### src/rtl/codec_cfg_pkg.sv
package codec_cfg_pkg;
  localparam int WORD_W   = 16;
  localparam int ADDR_W   = 7;
  localparam int VAL_W    = 9;
  localparam int NUM_REGS = 10;
  localparam int IDX_W    = $clog2(NUM_REGS);
  localparam logic [ADDR_W-1:0] RATE_ADDR = ADDR_W'(8);

  typedef enum logic [1:0] {
    CTRL_IDLE = 2'd0,
    CTRL_BOOT = 2'd1,
    CTRL_RATE = 2'd2
  } ctrl_state_e;

  typedef enum logic [1:0] {
    SH_IDLE  = 2'd0,
    SH_SHIFT = 2'd1,
    SH_GAP   = 2'd2
  } sh_state_e;

  function automatic logic [VAL_W-1:0] boot_value(input logic [IDX_W-1:0] idx);
    case (idx)
      4'd0, 4'd1: boot_value = 9'h017;
      4'd2, 4'd3: boot_value = 9'h0D8;
      4'd4:       boot_value = 9'h011;
      4'd7:       boot_value = 9'h043;
      4'd8:       boot_value = 9'h081;
      4'd9:       boot_value = 9'h001;
      default:    boot_value = 9'h000;
    endcase
  endfunction

  function automatic logic rate_code_ok(input logic [7:0] code);
    case (code)
      8'h00, 8'h06, 8'h0C, 8'h0E, 8'h11, 8'h20, 8'h2C: rate_code_ok = 1'b1;
      default: rate_code_ok = 1'b0;
    endcase
  endfunction
endpackage

### src/rtl/codec_cfg_shifter.sv
module codec_cfg_shifter
  import codec_cfg_pkg::*;
#(
  parameter int CLK_DIV  = 4,
  parameter int GAP_SCLK = 2
) (
  input  logic              clk_i,
  input  logic              rst_ni,
  input  logic              load_i,
  input  logic [WORD_W-1:0] word_i,
  output logic              ready_o,
  output logic              word_done_o,
  output logic              sclk_o,
  output logic              mosi_o,
  output logic              cs_n_o
);
  localparam int GAP_CYC = GAP_SCLK * CLK_DIV;
  localparam int MAX_CYC = (GAP_CYC > CLK_DIV) ? GAP_CYC : CLK_DIV;
  localparam int CNT_W   = $clog2(MAX_CYC + 1);
  localparam int BIT_W   = $clog2(WORD_W);
  localparam int HALF    = CLK_DIV / 2;

  sh_state_e         state_q;
  logic [CNT_W-1:0]  cnt_q;
  logic [BIT_W-1:0]  bit_q;
  logic [WORD_W-1:0] sh_q;

  logic period_end, last_bit;
  assign period_end = (cnt_q == CNT_W'(CLK_DIV - 1));
  assign last_bit   = (bit_q == BIT_W'(WORD_W - 1));

  always_ff @(posedge clk_i or negedge rst_ni) begin
    if (!rst_ni) begin
      state_q <= SH_IDLE;
      cnt_q   <= '0;
      bit_q   <= '0;
      sh_q    <= '0;
    end else begin
      case (state_q)
        SH_IDLE: if (load_i) begin
          sh_q    <= word_i;
          cnt_q   <= '0;
          bit_q   <= '0;
          state_q <= SH_SHIFT;
        end
        SH_SHIFT: if (period_end) begin
          cnt_q <= '0;
          if (last_bit) begin
            state_q <= SH_GAP;
          end else begin
            bit_q <= bit_q + 1'b1;
            sh_q  <= {sh_q[WORD_W-2:0], 1'b0};
          end
        end else begin
          cnt_q <= cnt_q + 1'b1;
        end
        SH_GAP: if (cnt_q == CNT_W'(GAP_CYC - 1)) begin
          cnt_q   <= '0;
          state_q <= SH_IDLE;
        end else begin
          cnt_q <= cnt_q + 1'b1;
        end
        default: state_q <= SH_IDLE;
      endcase
    end
  end

  assign ready_o     = (state_q == SH_IDLE);
  assign word_done_o = (state_q == SH_SHIFT) && period_end && last_bit;
  assign cs_n_o      = (state_q != SH_SHIFT);
  assign sclk_o      = (state_q == SH_SHIFT) && (cnt_q >= CNT_W'(HALF));
  assign mosi_o      = (state_q == SH_SHIFT) && sh_q[WORD_W-1];
endmodule

### src/rtl/codec_cfg_ctrl.sv
module codec_cfg_ctrl
  import codec_cfg_pkg::*;
(
  input  logic              clk_i,
  input  logic              rst_ni,
  input  logic              start_i,
  input  logic              rate_req_i,
  input  logic [7:0]        rate_code_i,
  input  logic              ready_i,
  input  logic              word_done_i,
  output logic              load_o,
  output logic [WORD_W-1:0] word_o,
  output logic              busy_o,
  output logic              done_o
);
  ctrl_state_e      state_q;
  logic [IDX_W-1:0] idx_q;
  logic             issued_q;
  logic             pend_q;
  logic [7:0]       pend_code_q;
  logic             done_q;
  logic             req_ok;

  assign req_ok = rate_req_i && rate_code_ok(rate_code_i);

  always_comb begin
    load_o = 1'b0;
    word_o = '0;
    case (state_q)
      CTRL_BOOT: begin
        word_o = {ADDR_W'(idx_q), boot_value(idx_q)};
        load_o = ready_i && !issued_q;
      end
      CTRL_RATE: begin
        word_o = {RATE_ADDR, 1'b0, pend_code_q};
        load_o = ready_i && !issued_q;
      end
      default: ;
    endcase
  end

  always_ff @(posedge clk_i or negedge rst_ni) begin
    if (!rst_ni) begin
      state_q  <= CTRL_IDLE;
      idx_q    <= '0;
      issued_q <= 1'b0;
      done_q   <= 1'b0;
    end else begin
      done_q <= 1'b0;
      case (state_q)
        CTRL_IDLE: begin
          issued_q <= 1'b0;
          if (start_i) begin
            idx_q   <= '0;
            state_q <= CTRL_BOOT;
          end else if (pend_q) begin
            state_q <= CTRL_RATE;
          end
        end
        CTRL_BOOT: begin
          if (load_o) issued_q <= 1'b1;
          if (word_done_i) begin
            issued_q <= 1'b0;
            if (idx_q == IDX_W'(NUM_REGS - 1)) begin
              state_q <= CTRL_IDLE;
              done_q  <= 1'b1;
            end else begin
              idx_q <= idx_q + 1'b1;
            end
          end
        end
        CTRL_RATE: begin
          if (load_o) issued_q <= 1'b1;
          if (word_done_i) begin
            issued_q <= 1'b0;
            state_q  <= CTRL_IDLE;
            done_q   <= 1'b1;
          end
        end
        default: state_q <= CTRL_IDLE;
      endcase
    end
  end

  // newest valid code wins; a request in the load cycle stays pending
  always_ff @(posedge clk_i or negedge rst_ni) begin
    if (!rst_ni) begin
      pend_q      <= 1'b0;
      pend_code_q <= '0;
    end else if (req_ok) begin
      pend_q      <= 1'b1;
      pend_code_q <= rate_code_i;
    end else if (state_q == CTRL_RATE && load_o) begin
      pend_q <= 1'b0;
    end
  end

  assign busy_o = (state_q != CTRL_IDLE);
  assign done_o = done_q;
endmodule

### src/rtl/codec_cfg_seq.sv
module codec_cfg_seq
  import codec_cfg_pkg::*;
#(
  parameter int CLK_DIV  = 4,
  parameter int GAP_SCLK = 2
) (
  input  logic       clk_i,
  input  logic       rst_ni,
  input  logic       start_i,
  input  logic       rate_req_i,
  input  logic [7:0] rate_code_i,
  output logic       sclk_o,
  output logic       mosi_o,
  output logic       cs_n_o,
  output logic       busy_o,
  output logic       done_o
);
  logic              load, ready, word_done;
  logic [WORD_W-1:0] word;

  codec_cfg_ctrl u_ctrl (
    .clk_i       (clk_i),
    .rst_ni      (rst_ni),
    .start_i     (start_i),
    .rate_req_i  (rate_req_i),
    .rate_code_i (rate_code_i),
    .ready_i     (ready),
    .word_done_i (word_done),
    .load_o      (load),
    .word_o      (word),
    .busy_o      (busy_o),
    .done_o      (done_o)
  );

  codec_cfg_shifter #(
    .CLK_DIV  (CLK_DIV),
    .GAP_SCLK (GAP_SCLK)
  ) u_shifter (
    .clk_i       (clk_i),
    .rst_ni      (rst_ni),
    .load_i      (load),
    .word_i      (word),
    .ready_o     (ready),
    .word_done_o (word_done),
    .sclk_o      (sclk_o),
    .mosi_o      (mosi_o),
    .cs_n_o      (cs_n_o)
  );
endmodule

### config.mk
export PLATFORM = sky130hd
export DESIGN_NAME = codec_cfg_seq
export DESIGN_NICKNAME = d
export VERILOG_FILES = /design/src/rtl/codec_cfg_pkg.sv /design/src/rtl/codec_cfg_shifter.sv /design/src/rtl/codec_cfg_ctrl.sv /design/src/rtl/codec_cfg_seq.sv
export SDC_FILE = /design/constraint.sdc
export NUM_CORES = 1
export LEC_CHECK = 0
export BUFFER_PORTS_ARGS = -buffer_cell sky130_fd_sc_hd__buf_4
export CORE_MARGIN = 4
export CORE_UTILIZATION = 35
export CTS_CLUSTER_SIZE = 8
export DETAILED_ROUTE_END_ITERATION = 6
export PLACE_DENSITY_LB_ADDON = 0.12
export SYNTH_ARGS = -nofsm -noshare
export SYNTH_HDL_FRONTEND = slang
export SYNTH_SLANG_ARGS = --single-unit
### constraint.sdc
create_clock -name clk_i -period 2.7 [get_ports clk_i]
set_input_delay 0.135 -clock clk_i [delete_from_list [all_inputs] [get_ports clk_i]]
set_output_delay 0.135 -clock clk_i [all_outputs]
set_load 0.02 [all_outputs]
After elaboration in Yosys (flattened, before gate mapping)
Memories as Yosys holds them, arrays and structs flattened.
Cells that the tools add are included.
{"block": "op_classes", "add_sub_neg": 3, "n_shift": 0, "div": 0, "n_lt_le_gt_ge": 1, "n_mul": 0, "n_mux": 38, "n_eq_ne": 27, "bitwise": 0, "n_reduce_logical": 25}
{"op": "$mux W16", "n": 3}
{"op": "$mux W4", "n": 8}
{"op": "$pmux W16 S2", "n": 1}
{"op": "$pmux W13 S2", "n": 1}
{"op": "$mux W2", "n": 9}
{"op": "$eq A8 B4 Y1 const B", "n": 2}
{"op": "$eq A8 B6 Y1 const B", "n": 2}
{"op": "$pmux W4 S2", "n": 2}
{"op": "$reduce_and A4 Y1", "n": 4}
{"op": "$ne A2 B1 Y1 const B", "n": 7}
{"op": "$add A4 B1 Y4 const B", "n": 3}
{"op": "$pmux W2 S3", "n": 2}
{"op": "$pmux W4 S3", "n": 1}
{"op": "$reduce_bool A2 Y1", "n": 5}
{"op": "$mux W1", "n": 9}
{"op": "$eq A4 B4 Y1 const B", "n": 2}
{"op": "$eq A8 B3 Y1 const B", "n": 1}
{"op": "$eq A8 B5 Y1 const B", "n": 1}
{"op": "$logic_not A8 Y1", "n": 1}
{"op": "$ne A2 B2 Y1 const B", "n": 4}
{"op": "$logic_and A1 B1 Y1", "n": 7}
{"op": "$reduce_or A7 Y1", "n": 1}
{"op": "$eq A2 B1 Y1 const B", "n": 2}
{"op": "$eq A2 B2 Y1 const B", "n": 2}
{"op": "other kinds (11)", "n": 14}
{"block": "word_totals", "latch_bits": 0, "memories": 1, "ramBits": 0, "rom_bits": 112, "word_cells": 105, "regBits": 43, "out_inout_bits": 5}
{"name": "(no name shown)", "depth": 16, "word_bits": 7, "read_ports": 1, "rd_ports_with_merged_regs": 0, "wr": 0, "line_no": "codec_cfg_pkg.sv:22", "rtl": "case (idx)"}

Depth between registers and ports, before layout
Gate-level depths: netlist of run 1.
{"block": "depth", "word_depth": 6, "mapped_depth": 9, "mapped_depth_nobuf": 6}

Cells and area by module
Synthesis of run 1 repeated with hierarchy kept, for this count alone.
{"block": "unflattened", "hier_cells": 260, "area_unflattened_um2": 2632.5}
{"mod": "codec_cfg_shifter", "area_each_um2": 1468.9, "cells_each": 135, "n_inst": 1}
{"mod": "codec_cfg_ctrl", "area_each_um2": 1163.6, "cells_each": 125, "n_inst": 1}

Worst setup path after synthesis of run 1
OpenSTA, ideal clock, no wires.
{"block": "synth_timing", "kind": "register -> register", "start": "register u_shifter.cnt_q[1]", "end": "register u_shifter.bit_q[0]", "path_buffers": 1, "setup_ps": 125, "path_slack_ps": 760, "path_stages_with_launch": 6, "synth_period_minus_slack_ps": 1940, "arrival_ps": 1816, "cell_sequence": "dfrtp_1 > ha_1 > or3b_4 > a221o_1 > clkbuf_1 > mux2_2"}
{"block": "synth_between", "elab_chain_cells": 3}
{"element": "start: declaration", "line_no": "codec_cfg_shifter.sv:24", "rtl": "logic [CNT_W-1:0] cnt_q;"}
{"element": "start signal: assignment", "line_no": "codec_cfg_shifter.sv:55", "rtl": "cnt_q <= cnt_q + 1'b1;"}
{"element": "start signal: assignment", "line_no": "codec_cfg_shifter.sv:61", "rtl": "cnt_q <= cnt_q + 1'b1;"}
{"element": "$eq A4 B2 Y1", "line_no": "codec_cfg_shifter.sv:29", "rtl": "assign period_end = (cnt_q == CNT_W'(CLK_DIV - 1));"}
{"element": "$ne A2 B1 Y1 (no source line)"}
{"element": "$reduce_and A4 Y1 (no source line)"}
{"element": "end signal: assignment", "line_no": "codec_cfg_shifter.sv:51", "rtl": "bit_q <= bit_q + 1'b1;"}
{"element": "end: declaration", "line_no": "codec_cfg_shifter.sv:25", "rtl": "logic [BIT_W-1:0] bit_q;"}
Every way passes these cells.
A chain may end at the register's enable or synchronous reset.

Worst setup path after layout of run 1
{"block": "layout_timing", "start": "register u_shifter.state_q[1]", "end": "register u_shifter.state_q[0]"}
{"block": "layout_between", "elab_chain_cells": 5, "word_cells_on_any_way": 11, "cone_classes": "eq/ne: 6; mux: 2; reduce/logical: 3"}
{"element": "start: declaration", "line_no": "codec_cfg_shifter.sv:23", "rtl": "sh_state_e state_q;"}
{"element": "start signal: assignment", "line_no": "codec_cfg_shifter.sv:34", "rtl": "state_q <= SH_IDLE;"}
{"element": "start signal: assignment", "line_no": "codec_cfg_shifter.sv:44", "rtl": "state_q <= SH_SHIFT;"}
{"element": "start signal: assignment", "line_no": "codec_cfg_shifter.sv:49", "rtl": "state_q <= SH_GAP;"}
{"element": "$logic_not A2 Y1", "line_no": "codec_cfg_shifter.sv:39, codec_cfg_shifter.sv:68"}
{"element": "$logic_and A1 B1 Y1", "line_no": "codec_cfg_ctrl.sv:32, codec_cfg_ctrl.sv:36"}
{"element": "$mux W1"}
{"element": "$ne A2 B2 Y1 (no source line)"}
{"element": "$reduce_and A4 Y1 (no source line)"}
Parallel ways exist; a longest one is shown, timed or not.

==> results of run 1 <==
[Yosys cell counts (all sizes together), types with 5 or more instances]
cell / count
nand2b: 10
clkbuf: 15
nor2b: 6
a22o: 5
ha: 15
o21ai: 23
a21oi: 11
inv: 13
a31oi: 8
nand3: 9
nor2: 12
mux2: 8
nand2: 28
dfrtp: 43
[layer usage]
layer  wire, um  vias up  global-route usage [%]
li1           -     1009                       -
met3        213        7                    2.98
met1       2960      929                    20.5
met4         63        0                    4.03
met5          0        -                       0
met2       2500       40                    20.9
[flip-flops by register name, summed over array words and instances, names as in the netlist]
name                flops
u_shifter.sh_q         16
u_ctrl.idx_q            4
u_shifter.cnt_q         4
u_ctrl.pend_code_q      8
u_shifter.state_q       2
u_ctrl.pend_q           1
u_ctrl.done_o           1
u_ctrl.state_q          2
u_ctrl.issued_q         1
u_shifter.bit_q         4
[kinds of logic after synthesis]
logic type | count (synthesis) | share of synthesized area [%]
buffers and inverters | 32 | 4.84
XOR/XNOR | 1 | 0.346
AO/OA/AOI/OAI | 77 | 20.1
adder cells (fa/ha/maj) | 15 | 7.41
multiplexers | 12 | 5.14
AND/OR/NAND/NOR | 92 | 19.7
flip-flops | 43 | 42.5
[worst max-delay path, cell delays in order, from the launching register on]
cell and delay [ps]:
dfrtp_1 410, inv_1 130, ha_1 290, buf_4 290, mux2i_1 110, a31oi_1 290
a221o_1 220, mux2_2 340
[per-stage QoR]
step	instances	util, %	setup WS, ps
2_1_floorplan	272	-	760
3_3_place_gp	372	39.8	661
3_5_place_dp	372	39.8	544
4_1_cts	381	41.6	531
5_1_grt	381	41.6	384
6_report	381	41.6	522
[power groups by stage]
stage | Sequential [mW] | Combinational [mW] | Clock, mW
global route | 0.687 | 0.0873 | 0.560
CTS | 0.683 | 0.0782 | 0.532
detailed placement | 0.696 | 0.0771 | 0
floorplan | 0.689 | 0.0396 | 0
global placement | 0.696 | 0.0762 | 0
finish | 0.683 | 0.0757 | 0.511
[worst min path at each step]
stage / cells after the start / endpoint / slack, ps
global route: 2 / u_ctrl.pend_code_q[5] / 70
floorplan: 0 / u_ctrl.done_o / -160
CTS: 2 / u_ctrl.pend_code_q[1] / 70
global placement: 1 / u_ctrl.idx_q[0] / 170
finish: 2 / u_ctrl.pend_code_q[3] / 80
detailed placement: 1 / u_shifter.sh_q[10] / 180
[area by class of cell]
| class | count | share of cell area, % |
|---|---|---|
| Sequential cell | 43 | 37.5 |
| Clock inverter | 3 | 1.52 |
| Tap cell | 96 | 4.18 |
| Clock buffer | 5 | 2.40 |
| Timing Repair Buffer | 24 | 6.36 |
| Inverter | 13 | 1.70 |
| Multi-Input combinational cell | 197 | 46.4 |
==> metrics, run 1 <==
clk_skew 11.3 ps; minimum clock period around 2200 ps; drt via density 5.21; R2R Setup Slk 520 ps; asr flop ratio synth 100%; CP Max Fanout 21; RSZ-0062 raised after global routing false; Power Density 442 nW/um^2; total power 1.27 mW; # nets final 311; vias in the first global route 1890; Port-buffer cells 16; CTS Hold Bufs 1; ANT cells 0; CTS tree done; initial antenna violation count 0; CP required 2900 ps; WL final 5.73 mm; # clock sinks 43; Post-Syn Area around 2500 um^2; reg2reg start u_shifter.state_q[1]; top_reg_cell synth dfrtp_1; initial DRC count 108; Detail Route Antenna Nets 0; Clock Pin Slew Worst Setup and Hold Paths 90 ps; critical path class register to register; GPL Wtd Cong 0.819; status completed; main area contributors after synthesis dfrtp_1 43%, ha_1 7.4%, o21ai_0 4.5%; Reg power frac 53.8%; synthesized flop and latch total 43; Total GRT Usage ~14%; syn avg cell area 9.31 um^2; CTS Buf Count 5; wire length per cell 15.0 um; die area 8660 um^2; First-pass DRT Iterations 4; R2R Path End u_shifter.state_q[0]; count of warnings emitted by yosys 0; fill count 720; Starting Density 36.6%; clock power share just over 40%; final global-route overflow total 0; Die H 93.0 um; worst hold path class primary input to register; via count 1985; Skew-Pair Late Insertion Delay 300 ps; critical path startpoint category register; post-synth cell types 48; Critical Path End u_shifter.state_q[0]; total net switching power 0.288 mW; Worst EP arrival 2370 ps; Reg2Reg Depth 7; most frequent cells in the layout 43 x dfrtp_1, 28 x nand2_1, 23 x o21ai_0, 23 x buf_4, 15 x ha_1; most common cell after layout, fill and taps aside dfrtp_1; max-cap check violation count 0; final hold vios 0; Setup Buffers After CTS 0; IO Pins 17; design area 2870 um^2; CTS max path bufs 2; worst slew pin tran 572 ps; die width 93.0 um; layout cells sized above 1 14.4%; Post-Syn Nets 299; core area 6910 um^2; Max-Slew Margin vs Limit 61.8%; share of the synthesized area in the top cell type a little over two fifths; Static Leak 1.27 nW; first-pass GRT wire length 9.49 mm; Max Slew Vio Count 0; DP Area 2750 um^2; DP Wirelength 4.16 mm; EDFF count, synth 0; register area share after synthesis 42.5%; count of final setup violators 0; Worst Setup SP u_shifter.state_q[1]; hold path start rate_code_i[3]; number of gates resized after CTS 0; leading area contributor after synthesis dfrtp_1; Net Sw Frac 22.7%; Cells after Synth 272; Hold Slack 78.9 ps; H-tree levels 2; Reg area 1080 um^2; largest net degree at the start of global routing 44; Peak supply drop about 0.22 mV; part of the power in combinational logic approximately 6.0%; Core Rows 30; final period utilization 80.7%; drc violations 0; setup TNS 0 ps; clock tree root driver cell clkbuf_8; Max Freq 0.459 GHz; P&R area growth vs syn 13.5%; CP endpoint kind register; Internal 0.982 mW; area occupied by multi-input gates between 1000 and 1500 um^2
(Power assumes the default switching activity.)
==> inputs of run 2 (changes only) <==
--- a/config.mk
+++ b/config.mk
@@ -5,6 +5,7 @@
 export SDC_FILE = /design/constraint.sdc
 export NUM_CORES = 1
 export LEC_CHECK = 0
+export ABC_AREA = 1
 export BUFFER_PORTS_ARGS = -buffer_cell sky130_fd_sc_hd__buf_4
 export CORE_MARGIN = 4
 export CORE_UTILIZATION = 35
==> constraint.sdc (replaced) <==
create_clock -name clk_i -period 2.3 [get_ports clk_i]
set_input_delay 0.115 -clock clk_i [delete_from_list [all_inputs] [get_ports clk_i]]
set_output_delay 0.115 -clock clk_i [all_outputs]
set_load 0.02 [all_outputs]
==> metrics, run 2 <==
status completed; Worst EP arrival 2150 ps; layout cells sized above 1 9.78%; count of final setup violators 0; Max-Slew Margin vs Limit 63.3%; EDFF count, synth 0; final global-route overflow total 0; worst slew pin tran 550 ps; Post-Syn Area 2530 um^2; Max Slew Vio Count 0; drc violations 0; most common cell after layout, fill and taps aside nand2_1; setup TNS 0 ps; initial antenna violation count 0; fill count 774; number of gates resized after CTS 0; CP required 2480 ps; DP Wirelength between 3 and 4 mm; Post-Synth Simple-Gate Area between 30% and 40%; fin cells 454; CTS tree done; Cells after Synth 340; H-tree levels 2; proportion of synthesized area in mux cells 0%; final period utilization 85.7%; Post-Syn Nets 367; WL final 5.27 mm; WL met1 about 2.7 mm; Detail Route Antenna Nets 0; critical path class register to register; First-pass DRT Iterations 4; Starting Density between 30% and 40%; die width 93.0 um; most instantiated cells after synthesis 143 x nand2_1, 43 x dfrtp_1, 34 x inv_1; Port-buffer cells 16; first-pass GRT wire length 9.50 mm; via count 2073; top_reg_cell synth dfrtp_1; Synth Area in XOR/XNOR 1.68%; CTS max path bufs 2; wire length per cell 11.6 um; top layer in use met4; Largest register FFs 16; largest family of logic cells by synthesized area simple AND/OR/NAND/NOR gates; max-cap check violation count 0; Largest regs u_shifter.sh_q (16), u_ctrl.pend_code_q (8); Core Rows 30; Skew-Pair Late Insertion Delay 300 ps; GPL Wtd Cong 0.763; Slowest cell on crit path dfrtp_1; drt via density roughly 4.6; syn avg cell area 7.43 um^2; synthesized flop and latch total 43; ANT cells 0; vias in the first global route 2016; worst-path cell chain inv_1, ha_1, inv_4, o21ai_2, nand3b_2, nand2_1, o21ai_1; RSZ-0062 raised after global routing false; post-synth cell types 30; # clock sinks 43; P&R area growth vs syn 13.6%; Adder-Cell Fraction of Synth Area between 7 and 8%; met3 wire len 169 um; Peak supply drop about 0.31 mV; Biggest register u_shifter.sh_q; Total GRT Usage 13.6%; leading area contributor after synthesis dfrtp_1; critical path startpoint category register; area occupied by multi-input gates 1260 um^2; clock tree root driver cell clkbuf_8; IO Pins 17; Reg area 1080 um^2; most frequent cells in the layout 143 x nand2_1, 43 x dfrtp_1, 34 x inv_1; count of warnings emitted by yosys 0; Static Leak 1.49 nW; worst hold path class primary input to register; Die H between 90 and 100 um; register area share after synthesis 42.6%; main area contributors after synthesis dfrtp_1 43%, nand2_1 21%, ha_1 7.4%; CP Max Fanout 22; largest net degree at the start of global routing 44; initial DRC count between 100 and 150; CTS Buf Count 5; Max Freq 0.507 GHz; minimum clock period 1970 ps; met2 routed WL 2.32 mm; clk_skew 7.35 ps; final hold vios 0; most common cell in the netlist nand2_1; Clock Pin Slew Worst Setup and Hold Paths 90 ps; Max stage delay on crit path 410 ps; asr flop ratio synth 100%; core area slightly below 7000 um^2; Power Density 1040 nW/um^2; die area 8640 um^2; Compound-Gate Fraction of Synth Area 7.68%; dpl cells approximately 450; share of the synthesized area in the top cell type 42.6%; # nets final about 380; CP endpoint kind register
-- run 2: cell count changes after synthesis, sizes merged, moves of 5 or more --
cell / delta
inv: +22
nand2b: -10
a22o: -5
a31oi: -8
mux2: -8
nand2: +116
clkbuf: -12
nor2b: -6
nand4: +5
nand3: +14
nor2: +7
-- run 2: routing by layer --
layer / global-route usage (%) / vias up
li1: - / 1104
met4: 4.64 / 0
met2: 20.5 / 26
met3: 2.76 / 9
met5: 0 / -
met1: 19.3 / 934
-- run 2: layout make-up --
type	instances	area share (%)
multi-input combinational	253	43.8
inverter	35	4.67
timing repair buffer	19	5.06
clock buffer	5	2.40
tap	96	4.19
sequential	43	37.5
clock inverter	3	2.35
-- run 2: logic make-up after synthesis --
group | after synthesis
buffers and inverters | 44
AO/OA/AOI/OAI | 36
AND/OR/NAND/NOR | 198
XOR/XNOR | 4
adder cells (fa/ha/maj) | 15
flip-flops | 43
-- run 2: per-stage QoR --
stage	area, um^2	total power, mW	setup WS (ps)	utilization (%)	hold slack, ps
final	2870	3.00	329	41.5	94.1
after global routing	2870	3.29	65.4	41.5	111
after CTS	2870	3.04	291	41.5	87.5
after detailed placement	2720	2.32	328	39.4	154
after global placement	2720	2.32	347	39.4	160
after floorplan	2530	2.03	793	-	-181
-- run 2: final timing paths --
check / start / to / slack (ps) / depth (start not counted)
setup / recovery: u_shifter.state_q[1] / u_shifter.sh_q[8] / 330 / 7
hold / removal: rate_code_i[3] / u_ctrl.pend_code_q[3] / 90 / 3
setup reg to reg: u_shifter.state_q[1] / u_shifter.sh_q[8] / 330 / 7
hold reg to reg: u_ctrl.pend_code_q[2] / u_ctrl.pend_code_q[2] / 480 / 2
max in group asynchronous: rst_ni / u_shifter.sh_q[6] / 1580 / 2
min in group asynchronous: rst_ni / u_ctrl.idx_q[0] / 330 / 2
-- run 2: repair_timing --
item / in CTS / in global routing
hold endpoints to repair: 43 / 0
setup buffers: 0 / 0
hold buffers: 1 / 0
-- run 2: critical path: cells and delay by family (launching register included) --
family,cells,cell delay (ps)
compound gates,2,300
fa+ha+maj,1,330
buf+inv,2,250
flops,1,410
simple gates,2,560
-- run 2: where the power goes --
| part | total [mW] | internal (mW) | switching [mW] |
|---|---|---|---|
| clock network | 0.713 | 0.433 | 0.279 |
| logic | 1.27 | 0.386 | 0.883 |
| registers | 1.02 | 0.906 | 0.109 |
